### src/rtl/mpc_pkg.sv
package mpc_pkg;

  // Operation code layout
  localparam int OP_W      = 2;
  localparam int OP_RD_BIT = 0;
  localparam int OP_WR_BIT = 1;

  // Policy automaton states; the value selects the permission table slice
  typedef enum logic {
    POL_BASE = 1'b0,
    POL_ALT  = 1'b1
  } pol_state_e;

  localparam int NUM_POL_STATES = 2;

endpackage

### src/rtl/mpc_range_match.sv
module mpc_range_match #(
  parameter int ADDR_W     = 16,
  parameter int NUM_RANGES = 3,
  parameter int RID_W      = 2,
  parameter logic [NUM_RANGES-1:0][ADDR_W-1:0] PATTERN = '0,
  parameter logic [NUM_RANGES-1:0][ADDR_W-1:0] CARE    = '0
) (
  input  logic [ADDR_W-1:0] addr,
  output logic [RID_W-1:0]  rid
);

  logic [NUM_RANGES-1:0] hit;

  // All ranges are compared at the same time, each against its own masked prefix
  for (genvar g = 0; g < NUM_RANGES; g++) begin : g_cmp
    assign hit[g] = (((addr ^ PATTERN[g]) & CARE[g]) == '0);
  end

  // Priority pick: the scan runs downward, so the lowest-numbered hit is written last and wins
  always_comb begin
    rid = '0;
    for (int i = NUM_RANGES - 1; i >= 0; i--) begin
      if (hit[i]) rid = RID_W'(i + 1);
    end
  end

endmodule

### src/rtl/mpc_policy_fsm.sv
module mpc_policy_fsm
  import mpc_pkg::*;
#(
  parameter int MOD_W    = 2,
  parameter int RID_W    = 2,
  parameter int NUM_RIDS = 4,
  parameter logic [NUM_POL_STATES*(2**MOD_W)*NUM_RIDS*OP_W-1:0] POLICY = '0,
  parameter int ARM_MOD  = 3,
  parameter int ARM_RID  = 3,
  parameter int REL_MOD  = 1,
  parameter int REL_RID  = 1
) (
  input  logic             clk,
  input  logic             rst,
  input  logic             in_valid,
  input  logic [MOD_W-1:0] in_mod,
  input  logic [OP_W-1:0]  in_op,
  input  logic [RID_W-1:0] in_rid,
  output logic             dec_valid,
  output logic             dec_grant
);

  localparam int NUM_MODS = 2 ** MOD_W;
  localparam int POL_BITS = NUM_POL_STATES * NUM_MODS * NUM_RIDS * OP_W;
  localparam int SEL_W    = $clog2(POL_BITS);

  pol_state_e       state_q, state_d;
  logic [SEL_W-1:0] base;
  logic [OP_W-1:0]  perm;
  logic             legal;
  logic             arm_hit, rel_hit;

  // Table entry index: ((state * modules + module) * range_ids + range_id) * op_width
  always_comb begin
    base = SEL_W'(((int'(state_q) * NUM_MODS + int'(in_mod)) * NUM_RIDS + int'(in_rid)) * OP_W);
    perm = POLICY[base +: OP_W];
  end

  assign legal   = (in_rid != '0) && (in_op != '0) && ((in_op & ~perm) == '0);
  assign arm_hit = (in_mod == MOD_W'(ARM_MOD)) && (in_rid == RID_W'(ARM_RID));
  assign rel_hit = (in_mod == MOD_W'(REL_MOD)) && (in_rid == RID_W'(REL_RID));

  always_comb begin
    state_d = state_q;
    if (in_valid && legal && in_op[OP_WR_BIT]) begin
      if (state_q == POL_BASE && arm_hit) state_d = POL_ALT;
      else if (state_q == POL_ALT && rel_hit) state_d = POL_BASE;
    end
  end

  always_ff @(posedge clk) begin
    if (rst) begin
      state_q   <= POL_BASE;
      dec_valid <= 1'b0;
      dec_grant <= 1'b0;
    end else begin
      state_q   <= state_d;
      dec_valid <= in_valid;
      dec_grant <= in_valid && legal;
    end
  end

  // a descriptor without a range is always refused
  assert_norange_deny_R5: assert property (@(posedge clk) disable iff (rst)
    (in_valid && in_rid == '0) |=> (dec_valid && !dec_grant));

  // a refused verdict leaves the automaton where it was
  assert_hold_on_deny_R11: assert property (@(posedge clk) disable iff (rst)
    (dec_valid && !dec_grant) |-> $stable(state_q));

  // entering the alternate state is caused only by a granted arming descriptor
  assert_arm_cause_R9: assert property (@(posedge clk) disable iff (rst)
    (state_q == POL_ALT && $past(state_q) == POL_BASE && !$past(rst)) |->
      (dec_grant && $past(in_mod) == MOD_W'(ARM_MOD) && $past(in_rid) == RID_W'(ARM_RID)
       && $past(in_op[OP_WR_BIT])));

  // returning to the base state is caused only by a granted release descriptor
  assert_release_cause_R10: assert property (@(posedge clk) disable iff (rst)
    (state_q == POL_BASE && $past(state_q) == POL_ALT && !$past(rst)) |->
      (dec_grant && $past(in_mod) == MOD_W'(REL_MOD) && $past(in_rid) == RID_W'(REL_RID)
       && $past(in_op[OP_WR_BIT])));

  // no grant without a verdict strobe
  assert_grant_needs_valid_R2: assert property (@(posedge clk) disable iff (rst)
    dec_grant |-> dec_valid);

endmodule

### src/rtl/mpc_access_monitor.sv
module mpc_access_monitor
  import mpc_pkg::*;
#(
  parameter int ADDR_W     = 16,
  parameter int MOD_W      = 2,
  parameter int NUM_RANGES = 3,
  // Range k has ID k+1; index 0 is the rightmost entry
  parameter logic [NUM_RANGES-1:0][ADDR_W-1:0] RANGE_PATTERN = {16'h2000, 16'h2000, 16'h1000},
  parameter logic [NUM_RANGES-1:0][ADDR_W-1:0] RANGE_CARE    = {16'hE000, 16'hF000, 16'hF000},
  // Two 32-bit slices, alternate state in the upper slice; within a slice, byte m is module m
  // and bit pair r of that byte is {write, read} for range ID r
  parameter logic [NUM_POL_STATES*(2**MOD_W)*(NUM_RANGES+1)*OP_W-1:0] POLICY =
    64'hC0304C00_C0704C00,
  parameter int ARM_MOD   = 3,
  parameter int ARM_RANGE = 3,
  parameter int REL_MOD   = 1,
  parameter int REL_RANGE = 1
) (
  input  logic              clk,
  input  logic              rst,
  input  logic              req_valid,
  output logic              req_ready,
  input  logic [MOD_W-1:0]  req_module,
  input  logic [OP_W-1:0]   req_op,
  input  logic [ADDR_W-1:0] req_addr,
  output logic              dec_valid,
  output logic              dec_grant
);

  localparam int NUM_RIDS = NUM_RANGES + 1;
  localparam int RID_W    = $clog2(NUM_RIDS);

  logic             ready_q;
  logic             accept;
  logic [RID_W-1:0] match_rid;

  logic             s1_valid;
  logic [MOD_W-1:0] s1_mod;
  logic [OP_W-1:0]  s1_op;
  logic [RID_W-1:0] s1_rid;

  assign req_ready = ready_q;
  assign accept    = req_valid && ready_q && !rst;

  always_ff @(posedge clk) begin
    if (rst) ready_q <= 1'b0;
    else     ready_q <= 1'b1;
  end

  mpc_range_match #(
    .ADDR_W     (ADDR_W),
    .NUM_RANGES (NUM_RANGES),
    .RID_W      (RID_W),
    .PATTERN    (RANGE_PATTERN),
    .CARE       (RANGE_CARE)
  ) u_match (
    .addr (req_addr),
    .rid  (match_rid)
  );

  // Stage 1: registered access descriptor
  always_ff @(posedge clk) begin
    if (rst) begin
      s1_valid <= 1'b0;
      s1_mod   <= '0;
      s1_op    <= '0;
      s1_rid   <= '0;
    end else begin
      s1_valid <= accept;
      if (accept) begin
        s1_mod <= req_module;
        s1_op  <= req_op;
        s1_rid <= match_rid;
      end
    end
  end

  // Stage 2: policy automaton and registered verdict
  mpc_policy_fsm #(
    .MOD_W    (MOD_W),
    .RID_W    (RID_W),
    .NUM_RIDS (NUM_RIDS),
    .POLICY   (POLICY),
    .ARM_MOD  (ARM_MOD),
    .ARM_RID  (ARM_RANGE),
    .REL_MOD  (REL_MOD),
    .REL_RID  (REL_RANGE)
  ) u_policy (
    .clk       (clk),
    .rst       (rst),
    .in_valid  (s1_valid),
    .in_mod    (s1_mod),
    .in_op     (s1_op),
    .in_rid    (s1_rid),
    .dec_valid (dec_valid),
    .dec_grant (dec_grant)
  );

  // reset closes the request port and clears the verdict strobe
  assert_reset_quiet_R1: assert property (@(posedge clk)
    rst |=> (!req_ready && !dec_valid));

  // every accepted request yields a verdict two cycles after it was presented
  assert_latency_R2: assert property (@(posedge clk) disable iff (rst)
    accept |=> ##1 dec_valid);

  // a matched range ID never exceeds the number of configured ranges
  assert_rid_bound_R3: assert property (@(posedge clk) disable iff (rst)
    s1_valid |-> (int'(s1_rid) <= NUM_RANGES));

endmodule

### config.mk
export PLATFORM = sky130hd
export DESIGN_NAME = mpc_access_monitor
export DESIGN_NICKNAME = d
export VERILOG_FILES = /design/src/rtl/mpc_pkg.sv /design/src/rtl/mpc_range_match.sv /design/src/rtl/mpc_policy_fsm.sv /design/src/rtl/mpc_access_monitor.sv
export SDC_FILE = /design/constraint.sdc
export NUM_CORES = 1
export LEC_CHECK = 0
export BUFFER_PORTS_ARGS = -buffer_cell sky130_fd_sc_hd__buf_4
export CORE_AREA = 2 2 39 41
export CTS_BUF_LIST = sky130_fd_sc_hd__clkbuf_4
export DETAILED_ROUTE_END_ITERATION = 16
export DIE_AREA = 0 0 41 43
export PLACE_DENSITY = 0.72
export SYNTH_ARGS = -nofsm -noshare
export SYNTH_HDL_FRONTEND = slang
export SYNTH_SLANG_ARGS = --single-unit
### constraint.sdc
create_clock -name clk -period 0.9 [get_ports clk]
set_input_delay 0.045 -clock clk [delete_from_list [all_inputs] [get_ports clk]]
set_output_delay 0.045 -clock clk [all_outputs]
set_load 0.02 [all_outputs]
# == After elaboration in Yosys (flattened, before gate mapping) ==
# Cells that the tools add are included.
# totals
ff_bits,11
elab_cells,45
# op_classes
mux,6
addsub,2
n_reduce_logical,19
n_eq_ne,4
shifts,1
bitwise_logic,5
# op_table
cell,n
$shiftx 64x7->2 const A,1
$logic_not 16->1,3
$logic_and 1x1->1,10
$mux 2,3
$reduce_bool 2->1,3
$add 5x3->5,1
$eq 2x1->1 const B,2
$eq 2x2->1 const B,2
$add 3x2->3,1
$mux 1,3
$not 1->1,3
$and 2x2->2,1
$logic_not 2->1,1
$not 2->2,1
$reduce_and 2->1,1
$logic_not 1->1,1

# == Longest topological paths before layout ==
# Gate-level depths: netlist of run 1.
# logic_depth
ltp_word,10
mapped_depth,4
ltp_nobuf,3

# == By module ==
# A second synthesis of run 1 with hierarchy kept.
# unflattened
hier_cells,43
hier_area_um2,473.0
# modules_own_cells
module,area_per_inst_um2,cells_per_inst,instances
mpc_access_monitor,284.0,23,1
mpc_policy_fsm,173.9,18,1
mpc_range_match,15.0,2,1

# == Worst setup path before layout of run 1 ==
# Ideal clock, no wire load.
# synth_path
kind,register to register
start,"register ready_q, in the netlist req_ready"
end,register s1_rid[0]
period_less_slack_ns,1.051
setup_time_ns,0.117
path_slack_ns,-0.151
n_path_buf,0
t_required_ns,0.783
path_stages_with_launch,4
arrival_time_ns,0.934
cell_sequence,dfxtp_1 nand2_1 a22oi_1 nor2_1
# synth_between
elab_chain_cells,2
# synth_lines
item,line_no,text
from (decl),mpc_access_monitor.sv:33,logic ready_q;
from (signal assigned),mpc_access_monitor.sv:46,if (rst) ready_q <= 1'b0;
from (signal assigned),mpc_access_monitor.sv:47,else ready_q <= 1'b1;
$logic_and 1x1->1 (2 in series),mpc_access_monitor.sv:43,assign accept = req_valid && ready_q && !rst;
to (signal assigned),mpc_access_monitor.sv:73,s1_rid <= match_rid;
to (decl),mpc_access_monitor.sv:40,logic [RID_W-1:0] s1_rid;
# No other way between the ends.
# A chain may end at the register's enable or synchronous reset.

# == Worst setup path in the final report of run 1 ==
# layout_path
start,register s1_mod[1]
end,register u_policy.dec_grant
# layout_between
elab_chain_cells,8
# layout_lines
item,line_no,text
from (decl),mpc_access_monitor.sv:38,logic [MOD_W-1:0] s1_mod;
from (signal assigned),mpc_access_monitor.sv:71,s1_mod <= req_module;
$add 3x2->3,mpc_policy_fsm.sv:35,base = SEL_W'(((int'(state_q) * NUM_MODS + int'(in_mod)) * NUM_RIDS + int'(in_rid)) * OP_W);
$add 5x3->5,mpc_policy_fsm.sv:35,
$shiftx 64x7->2,mpc_policy_fsm.sv:36,perm = POLICY[base +: OP_W];
$not 2->2,mpc_policy_fsm.sv:39,assign legal = (in_rid != '0) && (in_op != '0) && ((in_op & ~perm) == '0);
$and 2x2->2,mpc_policy_fsm.sv:39,
$logic_not 2->1,mpc_policy_fsm.sv:39,
$logic_and 1x1->1,mpc_policy_fsm.sv:39,
$logic_and 1x1->1,mpc_policy_fsm.sv:59,dec_grant <= in_valid && legal;
to (signal assigned),mpc_policy_fsm.sv:59,
to (decl),mpc_policy_fsm.sv:20,output logic dec_grant
# No other way between the ends.

==> reports/qor.txt, run 1 <==
post-route non-filler standard cell count: 85
slew of the pin with the lowest slew margin: 212 ps
Worst Hold Depth: 2
cell count after synthesis: 48
Initial DRT Pass Iterations: 2
DRT Wirelength: 964 um
Wirelength per Cell: 11.3 um
count of input and output buffers: 13
wire length of the first global-routing pass: 1.67 mm
n_diodes: 0
cell at the slowest stage of the critical path: sky130_fd_sc_hd__dfxtp_4
crit path from: s1_mod[1]
Min Clock Period, post-route: 951 ps
area of all placed cells without fillers: 659 um2
Clock Sink Count: 11
setup repair after global routing missed its margin: true
worst setup skew after layout: 3.42 ps
number of nets at the end of the flow: 93
maximum fanout along the worst path: 6
type of the worst min-delay path: input port to flop
synthesized net count: 71
distinct cell type count after synthesis: 21
result of the run: finished with violations
share of the clock period used by the worst path: 106%
initial cell density of the core: 32.4%
kind of capture point of the worst setup path: flop
pre-CTS worst setup slack: -71.7 ps
count of max-cap constraint violations: 0
placement-stage cell area: 589 um2
leakage component of the power: 0.269 nW
gate family responsible for the most delay along the worst path: flip-flops
drt initial violations: 1
Clk Tree Root Cell: sky130_fd_sc_hd__clkbuf_4
clock latency of the later-clocked register in the worst-skew pair: 270 ps
worst vdd rail ir drop: 0.891 mV
Peak Freq: 1050 MHz
number of slew-limit violations in the final report: 0
total clock buffers created by CTS: 3
worst reg2reg path depth: 3
TritonCTS clock tree: done
cts hold-fix bufs: 1
die width: 41 um
total power density per cell area: 1500 nW/um2
fraction of the yosys area taken by sequential cells: 49.2%
Worst slew margin: 85.7%
standard cell core area: 1380 um2
placed wire-length estimate after detailed placement: 681 um
mean area per synthesized cell: 9.33 um2
number of placement rows: 14
beginning of the worst register-to-register path: s1_mod[1]
violated checks: negative hold slack, negative setup slack
final critical-path setup slack: -51.4 ps
number of remaining DRC errors: 0
total overflow reported by the global router: 0
share of final-layout standard cells stronger than drive strength 1: 46.4%
capture point of the worst reg-to-reg path: u_policy.dec_grant
H-Tree Level Count: 1
netlist area before placement: 448 um2
Synth Register Bits: 11
DR vias/cell: 4.87
Setup violations, final: 1
kind of launch point of the worst setup path: flop
pin count of the biggest net entering global routing: 8
number of warnings reported in the yosys synthesis log: 0
post-CTS clock slew at the launch and capture registers of the worst setup and hold paths: 70 ps
total number of vias: 414
slowest cell delay on critical path: 350 ps
Max clock buf depth: 2
Pwr Total: 0.000988 W
Critical Path AT: 1140 ps
Fin Hold WS: -22.8 ps
startpoint-to-endpoint class of the critical path: flop to flop
Reg2Reg Setup Slack: -50 ps
Required @ worst endpoint: 1090 ps
boundary pin count: 26
Inst Count DP: 79
hold wc startpoint: rst
Vert. Die Dim: 43 um
via count of the first global-routing pass: 396
area overhead of the layout relative to synthesis: 47.2%
number of antenna violations at the first check in global routing: 0
number of buffers and inverters on the critical path: 0
full die area: 1760 um2
Cell Chain, Critical Path: and4bb_1 > a31oi_1 > a221oi_2
number of hold violations in the final report: 5
residual antenna-violating net count after detailed routing: 0
total routing resource utilization after global routing: 14.9%
Final Wtd Congestion: 0.824
WHS Endpoint: s1_rid[1]
==> routing by layer <==
metal	vias up	share of wire (%)	track usage, %
met2	10	52	21.3
li1	216	-	-
met5	-	0	0
met3	5	5.9	9.42
met1	183	38	15.3
met4	0	3.2	10.0
==> cells in the mapped netlist, drive strengths merged <==
master | number | area, um2
a21boi | 1 | 7.51
a21oi | 5 | 25.0
a221oi | 1 | 15.0
a22oi | 2 | 15.0
a31oi | 1 | 6.26
and2 | 1 | 7.51
and4bb | 2 | 25.0
buf | 1 | 5.00
dfxtp | 11 | 220
inv | 1 | 3.75
mux2i | 1 | 10.0
nand2 | 5 | 18.8
nand2b | 3 | 18.8
nand3 | 4 | 20.0
nand4 | 1 | 6.26
nor2 | 3 | 11.3
nor2b | 1 | 6.26
o2111ai | 1 | 8.76
o21ai | 2 | 10.0
or2b | 1 | 7.51
==> logic make-up after synthesis <==
| group | Yosys count | synth area share (%) |
|---|---|---|
| simple gates | 21 | 27.1 |
| compound gates | 13 | 19.6 |
| flops | 11 | 49.2 |
| buf+inv | 2 | 1.95 |
| mux | 1 | 2.23 |
==> registers in the layout, summed over array words and instances, names as in the netlist <==
signal,count
s1_op,2
u_policy.dec_grant,1
req_ready,1
s1_valid,1
u_policy.state_q,1
u_policy.dec_valid,1
s1_mod,2
s1_rid,2
==> what timing repair did <==
action / in CTS / in global routing
hold endpoints to repair: 4 / 6
setup endpoints to repair: 2 / 5
setup buffers: 1 / 0
resized for setup: 4 / 3
==> worst reg2reg max path: cells and delay by family (launching register included) <==
family | cells | cell delay (ps)
AO/OA/AOI/OAI | 2 | 280
flip-flops | 1 | 350
AND/OR/NAND/NOR | 1 | 240
==> final cells by class <==
type	instances	area, um2
tap	16	20.0
multi-input combinational	35	231
clock buffer	4	30.0
timing repair buffer	18	145
fill	139	724
sequential	11	229
inverter	1	3.75
==> how the worst max path moves through the flow <==
| stage | end | slack (ps) | depth (start not counted) |
|---|---|---|---|
| floorplan | u_policy.dec_grant | -5 | 3 |
| global placement | u_policy.dec_grant | -50 | 3 |
| detailed placement | u_policy.dec_grant | -70 | 3 |
| CTS | u_policy.dec_grant | -50 | 3 |
| global route | u_policy.dec_grant | -120 | 3 |
| finish | u_policy.dec_grant | -50 | 3 |
==> through the flow <==
stage / TNS [ps] / utilization, %
floorplan: -4.99 / -
global placement: -47.3 / 42.6
detailed placement: -71.7 / 42.6
CTS: -52.8 / 46.7
global route: -204 / 47.6
finish: -51.4 / 47.6
==> placed cells by master, fill, tap and decap left out, types with 2 or more instances in the layout <==
cell,n
sky130_fd_sc_hd__buf_6,2
sky130_fd_sc_hd__clkbuf_4,4
sky130_fd_sc_hd__dfxtp_2,4
sky130_fd_sc_hd__nand2_1,4
sky130_fd_sc_hd__a21oi_1,5
sky130_fd_sc_hd__dfxtp_1,6
sky130_fd_sc_hd__nand3_1,4
sky130_fd_sc_hd__nand2b_1,3
sky130_fd_sc_hd__o21ai_0,2
sky130_fd_sc_hd__buf_4,15
sky130_fd_sc_hd__nor2_1,3
sky130_fd_sc_hd__a22oi_2,2
==> power by group <==
part | internal [W] | switching, W | total [W] | leakage, nW
Combinational | 0.0000631 | 0.0000441 | 0.000107 | 0.159
Sequential | 0.000502 | 0.0000141 | 0.000516 | 0.0919
Clock | 0.000202 | 0.000163 | 0.000365 | 0.0184
Power figures use the tool's default switching activity.
==> run 2: changes to the inputs <==
CTS_CLUSTER_DIAMETER = 120   (was unset)
PLACE_DENSITY = 0.69   (was 0.72)
clock period = 1.2 ns   (was 0.9 ns; I/O delays follow)
==> run 2 against run 1 <==
- the run now ends clean
- non-clock buffer count is 5 lower
- power decreased by 27%
- flip-flop and latch count is the same
- first-iteration DRC count rose to 3.0 times the previous value
- critical path type unchanged
- largest power group unchanged
==> reports/qor.txt, run 2 (synthesis results as in run 1) <==
result of the run: complete, no violations
number of antenna violations at the first check in global routing: 0
Required @ worst endpoint: 1360 ps
residual antenna-violating net count after detailed routing: 0
via count of the first global-routing pass: 400
DRT Wirelength: 911 um
hold wc startpoint: rst
number of nets at the end of the flow: 88
leading cell types in the layout, fill and taps excluded: 13 x sky130_fd_sc_hd__buf_4, 11 x sky130_fd_sc_hd__dfxtp_1, 5 x sky130_fd_sc_hd__nand2_1, 5 x sky130_fd_sc_hd__a21oi_1
full die area: 1760 um2
Setup crit end: s1_rid[0]
Min Clock Period, post-route: 1050 ps
kind of capture point of the worst setup path: flop
Worst slew margin: 84.1%
n_diodes: 0
clock latency of the later-clocked register in the worst-skew pair: 270 ps
boundary pin count: 26
largest registers in the final layout: s1_mod: 2 flops, s1_op: 2 flops, s1_rid: 2 flops
total number of vias: 398
area overhead of the layout relative to synthesis: 31.8%
maximum fanout along the worst path: 7
Setup violations, final: 0
Critical Path AT: 1210 ps
number of hold violations in the final report: 0
count of max-cap constraint violations: 0
total power density per cell area: 1230 nW/um2
count of input and output buffers: 13
grt met3 use: 6.28%
worst vdd rail ir drop: 0.628 mV
pre-CTS worst setup slack: 176 ps
number of slew-limit violations in the final report: 0
setup repair after global routing missed its margin: false
worst setup skew after layout: 3.23 ps
commonest non-fill, non-tap cell in the layout: sky130_fd_sc_hd__buf_4
cell at the slowest stage of the critical path: sky130_fd_sc_hd__dfxtp_1
crit path from: req_ready
startpoint-to-endpoint class of the critical path: flop to flop
Resized Gates After CTS: 0
Clk Tree Root Cell: sky130_fd_sc_hd__clkbuf_4
share of the clock period used by the worst path: 87.8%
slew of the pin with the lowest slew margin: 237 ps
share of final-layout standard cells stronger than drive strength 1: 31.3%
Peak Freq: 949 MHz
standard cell core area: 1380 um2
Final Wtd Congestion: 0.755
met1 Track Usage GR: 15.0%
Max clock buf depth: 2
Reg2Reg Setup Slack: 150 ps
Cell Chain, Critical Path: nand2_1 > a22oi_1 > nor2_1
Most Used Layer, Global Route: met2
H-Tree Level Count: 1
Wirelength per Cell: 11.4 um
worst reg2reg path depth: 3
Initial DRT Pass Iterations: 2
Vert. Die Dim: 43 um
number of buffers and inverters on the critical path: 0
total setup buffers inserted after CTS: 0
initial cell density of the core: 32.4%
post-CTS clock slew at the launch and capture registers of the worst setup and hold paths: 70 ps
TritonCTS clock tree: done
total overflow reported by the global router: 0
die width: 41 um
gate family responsible for the most delay along the worst path: flip-flops
kind of launch point of the worst setup path: flop
Worst Hold Depth: 2
wire length of the first global-routing pass: 1.63 mm
number of remaining DRC errors: 0
Critical Path Stages: 3
leakage component of the power: 0.237 nW
cts hold-fix bufs: 0
slowest cell delay on critical path: 440 ps
pin count of the biggest net entering global routing: 11
placed wire-length estimate after detailed placement: 665 um
total clock buffers created by CTS: 3
final critical-path setup slack: 146 ps
type of the worst min-delay path: input port to flop
beginning of the worst register-to-register path: req_ready
total routing resource utilization after global routing: 14.2%
drt initial violations: 3
Clock Sink Count: 11
Setup Total Neg Slack: 0 ps
DR vias/cell: 4.98
routing usage on met2: 21.3%
number of placement rows: 14
capture point of the worst reg-to-reg path: s1_rid[0]
[run 2: cell count changes in the layout (fill, tap and decap cells not counted), moves of 2 or more]
cell	before	now
sky130_fd_sc_hd__a22oi_1	0	2
sky130_fd_sc_hd__buf_4	15	13
sky130_fd_sc_hd__dfxtp_1	6	11
sky130_fd_sc_hd__dfxtp_2	4	0
sky130_fd_sc_hd__buf_6	2	0
sky130_fd_sc_hd__a22oi_2	2	0
[run 2: how the worst min path moves through the flow]
stage / end / slack (ps)
finish: req_ready / 20
CTS: req_ready / 10
global placement: req_ready / 290
global route: req_ready / 20
detailed placement: req_ready / 290
floorplan: s1_op[0] / 210
[run 2: where the power goes]
group	internal [W]	switching (W)
clock	0.000151	0.000121
sequential	0.000376	0.0000122
combinational	0.0000361	0.0000266
total	0.000564	0.000160
[run 2: worst register-to-register path, cell delays in order, from the launching register on]
cell                      delay [ps]
sky130_fd_sc_hd__dfxtp_1         440
sky130_fd_sc_hd__nand2_1         220
sky130_fd_sc_hd__a22oi_1         230
sky130_fd_sc_hd__nor2_1           60
[run 2: through the flow]
step	hold WS, ps	area, um2	power [W]	instances	utilization (%)
after global placement	289	561	0.000458	76	40.5
after global routing	21.2	591	0.000752	80	42.7
after CTS	12.7	591	0.000734	80	42.7
after detailed placement	294	561	0.000460	76	40.5
final	19.9	591	0.000724	80	42.7
after floorplan	207	448	0.000423	48	-
[run 2: final cells by class]
| type | instances | area [um2] |
|---|---|---|
| timing repair buffer | 13 | 97.6 |
| sequential | 11 | 220 |
| inverter | 1 | 3.75 |
| tap | 16 | 20.0 |
| multi-input combinational | 35 | 219 |
| fill | 148 | 793 |
| clock buffer | 4 | 30.0 |
[run 2: per-layer routing]
| layer | routed length, um | share of wire (%) |
|---|---|---|
| met4 | 14 | 1.5 |
| met5 | 0 | 0 |
| met3 | 42 | 4.6 |
| met2 | 466 | 51 |
| met1 | 387 | 42 |
==> run 3: changes to the inputs <==
PLACE_DENSITY = 0.73   (was 0.69)
==> run 3 against run 2 <==
- flip-flop and latch count is the same
- clock power shrank 2%
- power shrank 0.86%
- clock skew shrank 2.8 ps
- die area is the same
- maximum frequency grew 1.6%
- sequential share of layout area is the same
- design area is the same
- via count shrank 6.5%
- critical path type unchanged
- sequential power is essentially flat
==> reports/qor.txt, run 3 (synthesis results as in run 1) <==
cts hold-fix bufs: 0
largest registers in the final layout: s1_mod: 2 flops, s1_op: 2 flops, s1_rid: 2 flops
slowest cell delay on critical path: 380 ps
setup repair after global routing missed its margin: false
Cell Chain, Critical Path: a21boi_0 > o2111ai_1 > a221oi_2
area of all placed cells without fillers: 591 um2
area overhead of the layout relative to synthesis: 31.8%
number of placement rows: 14
Internal Power: 0.000564 W
pin count of the biggest net entering global routing: 11
wire length of the first global-routing pass: 1.41 mm
clock network power share: 37.3%
capture point of the worst reg-to-reg path: u_policy.dec_grant
share of final-layout standard cells stronger than drive strength 1: 31.3%
WHS Endpoint: req_ready
kind of capture point of the worst setup path: flop
Worst Hold Depth: 2
die width: 41 um
total overflow reported by the global router: 0
area taken by multi-input logic gates: 219 um2
maximum fanout along the worst path: 6
initial cell density of the core: 32.4%
Vert. Die Dim: 43 um
Wirelength per Cell: 9.84 um
Clk Tree Root Cell: sky130_fd_sc_hd__clkbuf_4
kind of launch point of the worst setup path: flop
Fin Hold WS: 21.3 ps
worst vdd rail ir drop: 0.491 mV
Setup violations, final: 0
combined flip-flop and latch cell area: 220 um2
total power density per cell area: 1220 nW/um2
number of remaining DRC errors: 0
boundary pin count: 26
startpoint-to-endpoint class of the critical path: flop to flop
Min Clock Period, post-route: 1040 ps
total setup buffers inserted after CTS: 0
Critical Path AT: 1220 ps
Reg2Reg Setup Slack: 160 ps
commonest non-fill, non-tap cell in the layout: sky130_fd_sc_hd__buf_4
clock latency of the later-clocked register in the worst-skew pair: 260 ps
Required @ worst endpoint: 1380 ps
cell at the slowest stage of the critical path: sky130_fd_sc_hd__dfxtp_1
result of the run: complete, no violations
beginning of the worst register-to-register path: s1_mod[1]
Peak Freq: 964 MHz
leading cell types in the layout, fill and taps excluded: 13 x sky130_fd_sc_hd__buf_4, 11 x sky130_fd_sc_hd__dfxtp_1, 5 x sky130_fd_sc_hd__nand2_1, 5 x sky130_fd_sc_hd__a21oi_1
placement-stage cell area: 561 um2
hold wc startpoint: rst
number of fill cells in the layout: 147
total number of vias: 372
Setup Total Neg Slack: 0 ps
Worst slew margin: 85.3%
residual antenna-violating net count after detailed routing: 0
drt initial violations: 7
post-CTS clock slew at the launch and capture registers of the worst setup and hold paths: 70 ps
n_diodes: 0
sequential share of power: 54.1%
worst reg2reg path depth: 3
total clock buffers created by CTS: 3
Final Wtd Congestion: 0.658
Initial DRT Pass Iterations: 4
number of antenna violations at the first check in global routing: 0
slew of the pin with the lowest slew margin: 221 ps
H-Tree Level Count: 1
count of input and output buffers: 13
combinational fraction of design power: 8.6%
type of the worst min-delay path: input port to flop
count of max-cap constraint violations: 0
Resized Gates After CTS: 0
Clock Sink Count: 11
worst setup skew after layout: 0.428 ps
TritonCTS clock tree: done
number of slew-limit violations in the final report: 0
switching power of the nets: 0.000154 W
leakage component of the power: 0.237 nW
via count of the first global-routing pass: 367
number of nets at the end of the flow: 88
DRT Wirelength: 787 um
number of hold violations in the final report: 0
full die area: 1760 um2
Max clock buf depth: 2
switching share of power: 21.5%
DR vias/cell: 4.65
standard cell core area: 1380 um2
share of the clock period used by the worst path: 86.4%
total routing resource utilization after global routing: 11.7%
## run 3: cell counts in the layout (fill, tap and decap cells not counted)
Identical to the previous run, type by type.
## run 3: stage by stage
step | worst slack (ps) | total power [W] | util, % | instances
after floorplan | 149 | 0.000423 | - | 48
after global placement | 188 | 0.000458 | 40.5 | 76
after detailed placement | 184 | 0.000459 | 40.5 | 76
after CTS | 170 | 0.000731 | 42.7 | 80
after global routing | 71.3 | 0.000750 | 42.7 | 80
final | 163 | 0.000718 | 42.7 | 80
## run 3: how the worst max path moves through the flow
stage	startpoint	cells past startpoint	slack (ps)	end
after floorplan	req_ready	3	150	s1_rid[0]
after global placement	s1_mod[1]	3	190	u_policy.dec_grant
after detailed placement	s1_rid[0]	3	180	u_policy.dec_grant
after CTS	s1_rid[0]	3	170	u_policy.dec_grant
after global routing	s1_mod[1]	3	70	u_policy.dec_grant
final	s1_mod[1]	3	160	u_policy.dec_grant
## run 3: layer usage
layer  part of all wire, %  vias to the layer above  track usage [%]  wire length [um]
met1                    47                      159             13.5               373
met5                     0                        -                0                 0
met3                   5.5                        0             6.28                43
met2                    47                        8             17.5               371
li1                      -                      205                -                 -
met4                     0                        0             4.00                 0
## run 3: final cells by class
class,instances,area share (%)
repair buffers,13,16.5
clock buffers,4,5.08
inverters,1,0.636
flip-flops and latches,11,37.3
well taps,16,3.39
multi-input cells,35,37.1
## run 3: critical path, delay by kind of cell, from the launching register on
kind,cells,cell delay [ps]
compound gates,3,580
flops,1,380
## run 3: power groups by stage
stage          Combinational [W]  Sequential, W  Clock (W)
6_report               0.0000617       0.000388   0.000268
5_1_grt                0.0000696       0.000390   0.000290
4_1_cts                0.0000627       0.000388   0.000280
3_5_place_dp           0.0000628       0.000397          0
3_3_place_gp           0.0000618       0.000396          0
2_1_floorplan          0.0000258       0.000397          0
